### config.mk
export PLATFORM = sky130hd
export DESIGN_NAME = irq_level_ctrl
export DESIGN_NICKNAME = d
export VERILOG_FILES = /design/src/rtl/irq_pkg.sv /design/src/rtl/irq_pick.sv /design/src/rtl/irq_lvl_state.sv /design/src/rtl/irq_level_ctrl.sv
export SDC_FILE = /design/constraint.sdc
export NUM_CORES = 1
export LEC_CHECK = 0
export BUFFER_PORTS_ARGS = -buffer_cell sky130_fd_sc_hd__clkbuf_2
export CAP_MARGIN = 0
export CORE_ASPECT_RATIO = 0.9
export CORE_UTILIZATION = 45
export CTS_BUF_LIST = sky130_fd_sc_hd__clkbuf_8
export DETAILED_ROUTE_END_ITERATION = 12
export HOLD_SLACK_MARGIN = 0.15
export PLACE_DENSITY = 0.67
export SLEW_MARGIN = 20
export SYNTH_ARGS = -nofsm -noshare
export SYNTH_HDL_FRONTEND = slang
export SYNTH_HIERARCHICAL = 1
export SYNTH_SLANG_ARGS = --single-unit
### constraint.sdc
create_clock -name clk -period 5.7 [get_ports clk]
set_clock_uncertainty 0.05 [all_clocks]
set_input_delay 0 -clock clk [delete_from_list [all_inputs] [get_ports clk]]
set_output_delay 0 -clock clk [all_outputs]
set_load 0.01 [all_outputs]
### src/rtl/irq_pkg.sv
package irq_pkg;
  typedef enum logic [1:0] {
    LV_NONE = 2'd0,
    LV_LOW  = 2'd1,
    LV_MED  = 2'd2,
    LV_HIGH = 2'd3
  } lvl_e;

  localparam int NUM_LVL = 3;
endpackage

### src/rtl/irq_pick.sv
module irq_pick #(
  parameter int N = 16,
  parameter int W = (N > 1) ? $clog2(N) : 1
) (
  input  logic         clk,
  input  logic         rst_n,
  input  logic [N-1:0] cand,
  input  logic [W-1:0] start,
  output logic         found,
  output logic [W-1:0] idx
);
  logic [W:0] pos;

  always_comb begin
    found = 1'b0;
    idx   = '0;
    for (int i = 0; i < N; i++) begin
      pos = {1'b0, start} + (W+1)'(i);
      if (pos >= (W+1)'(N)) pos = pos - (W+1)'(N);
      if (!found && cand[pos[W-1:0]]) begin
        found = 1'b1;
        idx   = pos[W-1:0];
      end
    end
  end

  AST_PICK_REAL: assert property (@(posedge clk) disable iff (!rst_n)
    found |-> cand[idx]);
endmodule

### src/rtl/irq_lvl_state.sv
module irq_lvl_state
  import irq_pkg::*;
#(
  parameter int N = 16,
  parameter int W = (N > 1) ? $clog2(N) : 1
) (
  input  logic         clk,
  input  logic         rst_n,
  input  logic         fire,
  input  lvl_e         fire_lvl,
  input  logic [W-1:0] fire_vec,
  input  logic         reti,
  input  logic         rr_en,
  input  logic         rr_wr,
  input  logic [W-1:0] rr_wdata,
  output logic [2:0]   active_q,
  output logic [W-1:0] ptr_q
);
  logic [2:0]   active_d;
  logic [W-1:0] ptr_d;
  logic         act_ce;
  logic         ptr_ce;
  logic [W:0]   nxt_ptr;

  always_comb begin
    active_d = active_q;
    if (reti) begin
      if (active_q[2])      active_d[2] = 1'b0;
      else if (active_q[1]) active_d[1] = 1'b0;
      else                  active_d[0] = 1'b0;
    end
    if (fire && fire_lvl != LV_NONE) active_d[fire_lvl - 2'd1] = 1'b1;
    act_ce = fire | reti;
  end

  always_comb begin
    nxt_ptr = {1'b0, fire_vec} + 1'b1;
    if (nxt_ptr >= (W+1)'(N)) nxt_ptr = '0;
    ptr_d  = ptr_q;
    ptr_ce = 1'b0;
    if (rr_wr) begin
      ptr_d  = rr_wdata;
      ptr_ce = 1'b1;
    end else if (fire && rr_en && fire_lvl == LV_LOW) begin
      ptr_d  = nxt_ptr[W-1:0];
      ptr_ce = 1'b1;
    end
  end

  always_ff @(posedge clk or negedge rst_n) begin
    if (!rst_n) begin
      active_q <= '0;
      ptr_q    <= '0;
    end else begin
      if (act_ce) active_q <= active_d;
      if (ptr_ce) ptr_q    <= ptr_d;
    end
  end

  AST_ACK_SETS: assert property (@(posedge clk) disable iff (!rst_n)
    (fire && fire_lvl != LV_NONE) |=> active_q[$past(fire_lvl) - 2'd1]);
  AST_RETI_ONE: assert property (@(posedge clk) disable iff (!rst_n)
    (reti && !fire && active_q != 3'b000) |=>
      ($countones(active_q) == $countones($past(active_q)) - 1));
  AST_ACT_HOLD: assert property (@(posedge clk) disable iff (!rst_n)
    (!fire && !reti) |=> $stable(active_q));
  AST_PTR_HOLD: assert property (@(posedge clk) disable iff (!rst_n)
    (!rr_wr && !(fire && rr_en)) |=> $stable(ptr_q));
endmodule

### src/rtl/irq_level_ctrl.sv
module irq_level_ctrl
  import irq_pkg::*;
#(
  parameter int NUM_SRC = 16,
  parameter int VEC_W   = (NUM_SRC > 1) ? $clog2(NUM_SRC) : 1
) (
  input  logic                 clk,
  input  logic                 rst_n,
  input  logic [NUM_SRC-1:0]   irq_req,
  input  logic [2*NUM_SRC-1:0] irq_lvl,
  input  logic [2:0]           lvl_en,
  input  logic                 rr_en,
  input  logic                 rr_wr,
  input  logic [VEC_W-1:0]     rr_wdata,
  input  logic                 ack,
  input  logic                 reti,
  output logic                 vec_valid,
  output logic [VEC_W-1:0]     vec_num,
  output logic [1:0]           vec_lvl,
  output logic [2:0]           lvl_active
);
  logic [1:0]         rst_sync;
  logic               rst_int_n;
  logic [VEC_W-1:0]   ptr_q;
  logic [2:0]         active_q;
  logic [1:0]         hi_act;
  logic [NUM_SRC-1:0] cand [NUM_LVL];
  logic [2:0]         found;
  logic [VEC_W-1:0]   pick_idx [NUM_LVL];
  lvl_e               sel_lvl;
  logic               fire;

  always_ff @(posedge clk or negedge rst_n) begin
    if (!rst_n) rst_sync <= 2'b00;
    else        rst_sync <= {rst_sync[0], 1'b1};
  end
  assign rst_int_n = rst_sync[1];

  always_comb begin
    if (active_q[2])      hi_act = 2'd3;
    else if (active_q[1]) hi_act = 2'd2;
    else if (active_q[0]) hi_act = 2'd1;
    else                  hi_act = 2'd0;
  end

  for (genvar g = 0; g < NUM_LVL; g++) begin : g_lvl
    always_comb begin
      for (int i = 0; i < NUM_SRC; i++)
        cand[g][i] = irq_req[i] && lvl_en[g] && (irq_lvl[2*i +: 2] == 2'(g + 1));
    end
    irq_pick #(.N(NUM_SRC), .W(VEC_W)) u_pick (
      .clk   (clk),
      .rst_n (rst_int_n),
      .cand  (cand[g]),
      .start ((g == 0) ? ptr_q : '0),
      .found (found[g]),
      .idx   (pick_idx[g])
    );
  end

  always_comb begin
    vec_valid = 1'b0;
    vec_num   = '0;
    sel_lvl   = LV_NONE;
    for (int g = 0; g < NUM_LVL; g++) begin
      if (found[g] && 2'(g + 1) > hi_act) begin
        vec_valid = 1'b1;
        vec_num   = pick_idx[g];
        sel_lvl   = lvl_e'(2'(g + 1));
      end
    end
  end

  assign fire       = ack && vec_valid;
  assign vec_lvl    = sel_lvl;
  assign lvl_active = active_q;

  irq_lvl_state #(.N(NUM_SRC), .W(VEC_W)) u_state (
    .clk      (clk),
    .rst_n    (rst_int_n),
    .fire     (fire),
    .fire_lvl (sel_lvl),
    .fire_vec (vec_num),
    .reti     (reti),
    .rr_en    (rr_en),
    .rr_wr    (rr_wr),
    .rr_wdata (rr_wdata),
    .active_q (active_q),
    .ptr_q    (ptr_q)
  );

  AST_VALID_SRC: assert property (@(posedge clk) disable iff (!rst_int_n)
    vec_valid |-> (irq_req[vec_num] && irq_lvl[2*vec_num +: 2] == vec_lvl
                   && vec_lvl != 2'd0 && lvl_en[vec_lvl - 2'd1]));
  AST_NO_RENEST: assert property (@(posedge clk) disable iff (!rst_int_n)
    vec_valid |-> !lvl_active[vec_lvl - 2'd1]);
  AST_RESET_IDLE: assert property (@(posedge clk) disable iff (!rst_int_n)
    $rose(rst_int_n) |-> (lvl_active == 3'b000));
endmodule

### Yosys cells after proc, flatten, opt, wreduce, memory -nomap -nowiden

Index checks and enable logic that the tools add are counted.

* muxes and demuxes: 165
* order comparisons: 38
* equal/unequal tests: 49
* bitwise logic cells: 2
* add/sub/neg operators: 33
* reductions and logical operators: 197

Operators by type and width (count)
* 4-bit 2-to-1 mux: 54
* 1-bit logical AND: 149
* 5-bit greater-or-equal comparator (second input constant): 16
* 4-bit by 5-bit < comparator with 1-bit output (second input constant): 16
* 1-bit 2-to-1 mux: 75
* 1-bit binary-select mux with 4-bit select: 16
* 2-bit == test (second input constant): 32
* 4-bit by 1-bit subtractor with 4-bit output (second input constant): 16
* 1-bit zero test: 45
* 4-bit by 4-bit adder with 5-bit output (second input constant): 8
* 2-bit by 1-bit == test with 1-bit output (second input constant): 17
* 3-bit 2-to-1 mux: 10
* 4-bit by 3-bit adder with 5-bit output (second input constant): 4
* 2-bit 2-to-1 mux: 9
* 4-bit by 1-bit adder with 5-bit output (second input constant): 2
* 4-bit by 2-bit adder with 5-bit output (second input constant): 2
* 4-bit by 5-bit greater-or-equal comparator with 1-bit output (second input constant): 1
* 2-bit greater-than comparator (first input constant): 2
* 2-bit nonzero test: 2
* 2-bit by 3-bit < comparator with 1-bit output (second input constant): 1
* 3-bit bitwise OR: 1
* 1-bit demux with 2-bit select: 1
* 2-bit by 1-bit greater-or-equal comparator with 1-bit output (second input constant): 1
* 1-bit by 2-bit greater-than comparator with 1-bit output (first input constant): 1
* 3 further kinds: 3

* input bits: 61
* output and inout bits: 10
* bits in registers: 9
* word-level logic and storage cells: 487

### Depth between registers and ports, before layout

* depth after elaboration: 61
* mapped depth: 22
* depth with buffers taken out: 17

### Modules after synthesis

Netlist, hierarchy kept.

Modules (own cells, without submodules)
* irq_pick: times used 3, seq. area each 0.0 um2, cells an instance 280, area each 2472.4 um2
* irq_level_ctrl: times used 1, seq. area each 50.0 um2, cells an instance 80, area each 704.4 um2
* irq_lvl_state: times used 1, seq. area each 175.2 um2, cells an instance 36, area each 379.1 um2

### Least setup slack after synthesis

Ideal clock, no wire load.

* kind: register to register
* from: register u_state.ptr_q[1]
* to: register u_state.ptr_q[2]
* clock period less this slack: 5.578 ns
* stages on the path, launching flop included: 20
* arrival time: 5.446 ns
* buffers on the path: 5
* data required time: 5.567 ns
* setup time: 0.083 ns
* slack: 0.122 ns
* path through: dfrtp_1 clkbuf_1 clkbuf_1 clkinv_1 ha_1 buf_2 clkbuf_1 mux4_2 mux4_2 nor3_4 nand3_2 or4_1 buf_2 a32oi_1 a32oi_1 a21oi_1 ha_1 xor2_1 mux2i_1 o21ai_0

RTL lines
* start: declaration: RTL line irq_lvl_state.sv:17 `output logic [W-1:0] ptr_q`
* start signal: assignment: RTL line irq_lvl_state.sv:56 `if (ptr_ce) ptr_q <= ptr_d;`

==> metrics.csv <==
stage,metric,value,unit
floorplanning,dieWidth,146.9,µm
sta,fmax,182.2,MHz
drt,wirelength,29330,µm
placement,dp.cells,1262,
sta,hold_viol_final,0,
worst_setup_path,crit_chain,"buf_4, buf_8, mux4_1, mux4_2, nor2_2, nor4b_4, buf_4, buf_4, and2_1, and4_1, a2111oi_0, a21bo_2, o221ai_1, a32oi_1, a21oi_1, ha_1, a311o_1, a21oi_1, dlygate4sd3_1",
synthesis,synth_top_area_cell,mux4_2,
clock_tree,cts-buffers-inserted,3,
drt,via_per_inst,7.084,
worst_hold_path,hold_start,ack,
placement,dpl.hpwl,22470,µm
worst_setup_path,reg2reg_to,u_state/ptr_q[0]$_DFFE_PN0P_,
synthesis,synth_cell_types,74,
worst_setup_path,cp_num_buf_inv,5,
worst_setup_path,cpLargestDelayFamily,buffers and inverters,
final_layout,antenna_cells,0,
clock_tree,htreeDepth,1,
sta,timing.final.ws_setup,0.2121,ns
worst_hold_path,hold_depth,4,
synthesis,async_flop_share,100.0,%
worst_setup_path,reg2reg_depth,19,
pwr,p_seq_share,6.0,%
sta,post-route-period-util,96.28,%
worst_setup_path,critical_path_class,flop to flop,
global_route,gr-total-overflow,0,
synthesis,netlist_area,8501,µm²
floorplanning,boundaryPins,71,
pwr,irDropWorstVdd,0.0001167,V
pwr,sw_frac_of_total,54.86,%
drt,first_pass_iters,6,
synthesis,synth_common_cells,"mux2i_1 (83), mux4_2 (81), nand2_1 (79), o21ai_0 (44), mux2_2 (42)",
worst_hold_path,worst_hold_path.endpoint,u_state/active_q[0]$_DFFE_PN0P_,
global_route,grt_pass1_wl,46370,µm
final_layout,fill_cells,1744,
placement,port_buffers,70,
sta,setup_tns,0,ns
floorplanning,start_util,46.04,%
drt,drc_errors,0,
final_layout,area_delta_synth_final,10.47,%
final_layout,seq_area,226.5,µm²
clock_tree,clock_latency,0.23,ns
sta,fin_crit,5.488,ns
sta,slew_headroom,35.52,%
pwr,comb_power_share,89.6,%
worst_setup_path,crit_slowest_cell,mux4_1,
worst_setup_path,r2r_slack,0.21,ns
pwr,pwr-share-clk,4.3,%
pwr,leakage,3.782,nW
clock_tree,cts-root-buf,clkbuf_8,
outcome,run_status,"finished, final reports clean",
placement,place_ws,0.5781,ns
pwr,power.switching,0.0009184,W
synthesis,yosysMostFrequentCell,mux2i_1,
worst_setup_path,timing.rr.start,u_state/ptr_q[0]$_DFFE_PN0P_,
worst_setup_path,required,5.82,ns
drt,drt-wirelength-per-cell,22.83,µm
synthesis,synth_top_area_share,21.46,%
synthesis,synth-edff-count,0,
pwr,power.density,178.3,nW/µm²
floorplanning,core.rowCount,47,
synthesis,synth.area.top_cells,"mux4_2 (21%), mux2i_1 (9.8%), mux2_2 (5.6%)",
synthesis,yosysWarningCount,6,
synthesis,seq_area_frac_synth,2.649,%
final_layout,multi_input_area,7989,µm²
global_route,grt_pass1_vias,8228,
floorplanning,die_height,132.4,µm
final_layout,num-nets-final,1124,
drt,first_iter_violations,1114,
global_route,antenna_found_initial,0,
worst_setup_path,path_max_fanout,25,
clock_tree,clkTransAtPathRegs,0.05,ns
drt,num_vias,9103,
sta,hold_slack,0.1680,ns
synthesis,ys.flop_type,dfrtp_1,
run,max_cap_violations,0,
floorplanning,die-area,19440,µm²
global_route,grt_util_all_layers,29.69,%
sta,max_slew.worst_pin.slew,0.9403,ns
clock_tree,cts.path.max_buffers,2,
clock_tree,clock-sinks,9,
pwr,intPower,0.0007557,W
floorplanning,coreArea,18470,µm²
worst_setup_path,crit_path_end_kind,flop,
sta,maxSlewViolCount,0,
placement,globalplace.congestion,0.9810,
sta,setup_viol,0,
worst_setup_path,max_stage_delay,0.63,ns
final_layout,drive_gt1_share,25.10,%
synthesis,yosys_register_bits,9,
worst_setup_path,start_kind,flop,
worst_hold_path,hold_path_class,input pin to flop,
worst_setup_path,cpMostUsedCell,buf_4,
clock_tree,cts_tree,built,
final_layout,final_util,50.85,%
synthesis,netlist_instances,956,
worst_setup_path,worstPathArrival,5.60,ns
final_layout,fin_cells,1285,
drt,ant_nets,0,
synthesis,postSynthAreaPerCell,8.892,µm²
global_route,grt_max_degree,33,
## per-stage QoR
| stage | total power [W] | cell area [µm²] |
|---|---|---|
| floorplan | 0.001156 | 8617 |
| global placement | 0.001484 | 9124 |
| detailed placement | 0.001481 | 9124 |
| CTS | 0.001570 | 9319 |
| global route | 0.001795 | 9390 |
| finish | 0.001674 | 9390 |
## worst min-delay path: stages
cell	delay (ns)
clkbuf_2	0.07
and2_1	0.18
nand2_1	0.08
o21ai_0	0.06
## registers in the layout, indices dropped and copies added (netlist names)
name	flops
rst_sync	2
u_state/active_q	3
u_state/ptr_q	4
## power groups by stage
stage	clock network, W	logic, W	registers (W)
finish	0.0000728	0.00150	0.000101
global route	0.0000813	0.00161	0.000103
CTS	0.0000733	0.00140	0.000100
detailed placement	0	0.00138	0.000102
global placement	0	0.00138	0.000102
floorplan	0	0.00105	0.000104
## metal layers
layer  vias to the layer above  share of wire [%]  wire length [µm]  global-route usage [%]
met3                        57                 11              3301                   4.913
met4                         0                2.4               704                   5.671
met2                       622                 45             13110                   46.58
met5                         -                  0                 0                       0
met1                      4365                 42             12210                   42.98
li1                       4059                  -                 -                       -
## area by class of cell
| cell class | instances | area share, % |
|---|---|---|
| clock buffers | 3 | 0.4397 |
| clock inverters | 1 | 0.03997 |
| flip-flops and latches | 9 | 2.412 |
| multi-input cells | 881 | 85.08 |
| repair buffers | 108 | 7.249 |
| well taps | 245 | 3.264 |
| inverters | 38 | 1.519 |
## placed cells by master, fill, tap and decap left out, types with 9 or more instances in the layout
| cell type | count |
|---|---|
| a211oi_1 | 15 |
| a21oi_1 | 38 |
| a22o_1 | 9 |
| a31oi_1 | 12 |
| a32oi_1 | 10 |
| and2_1 | 19 |
| and3_1 | 9 |
| and4_1 | 19 |
| and4b_1 | 32 |
| buf_4 | 22 |
| clkbuf_2 | 70 |
| conb_1 | 33 |
| dlygate4sd3_1 | 15 |
| ha_1 | 20 |
| inv_1 | 36 |
| mux2_2 | 42 |
| mux2i_1 | 83 |
| mux4_1 | 12 |
| mux4_2 | 81 |
| nand2_1 | 79 |
| nand2b_1 | 17 |
| nand3_1 | 32 |
| nor2_1 | 41 |
| nor2b_1 | 14 |
| nor3_1 | 9 |
| o211ai_1 | 15 |
| o21ai_0 | 44 |
| o22ai_1 | 15 |
| xnor2_1 | 19 |
## logic make-up (layout without fill, tap and decap cells)
| logic type | Yosys count | after routing | synth area share (%) |
|---|---|---|---|
| AO/OA/AOI/OAI | 262 | 262 | 21.99 |
| XOR/XNOR | 32 | 32 | 3.562 |
| adder cells (fa/ha/maj) | 22 | 22 | 3.238 |
| buffers and inverters | 97 | 150 | 5.137 |
| flip-flops | 9 | 9 | 2.649 |
| multiplexers | 218 | 218 | 40.51 |
| other | 2 | 33 | 0.08835 |
| AND/OR/NAND/NOR | 314 | 314 | 22.83 |
## how the worst max path moves through the flow
| stage | depth (start not counted) | end | start |
|---|---|---|---|
| detailed placement | 16 | u_state/ptr_q[2]$_DFFE_PN0P_ | u_state/ptr_q[1]$_DFFE_PN0P_ |
| finish | 19 | u_state/ptr_q[0]$_DFFE_PN0P_ | u_state/ptr_q[0]$_DFFE_PN0P_ |
| CTS | 17 | u_state/ptr_q[2]$_DFFE_PN0P_ | u_state/ptr_q[1]$_DFFE_PN0P_ |
| global placement | 15 | u_state/ptr_q[2]$_DFFE_PN0P_ | u_state/ptr_q[1]$_DFFE_PN0P_ |
| global route | 17 | u_state/ptr_q[2]$_DFFE_PN0P_ | u_state/ptr_q[1]$_DFFE_PN0P_ |
| floorplan | 19 | u_state/ptr_q[2]$_DFFE_PN0P_ | u_state/ptr_q[1]$_DFFE_PN0P_ |
## what timing repair did
action | 4_1_cts | 5_1_grt
hold buffers | 15 | 0
buffers inserted | 0 | 4
endpoints found under the hold margin | 16 | 0
gates resized for setup | 0 | 8
endpoints found under the setup margin | 0 | 4
(Power assumes the default switching activity.)
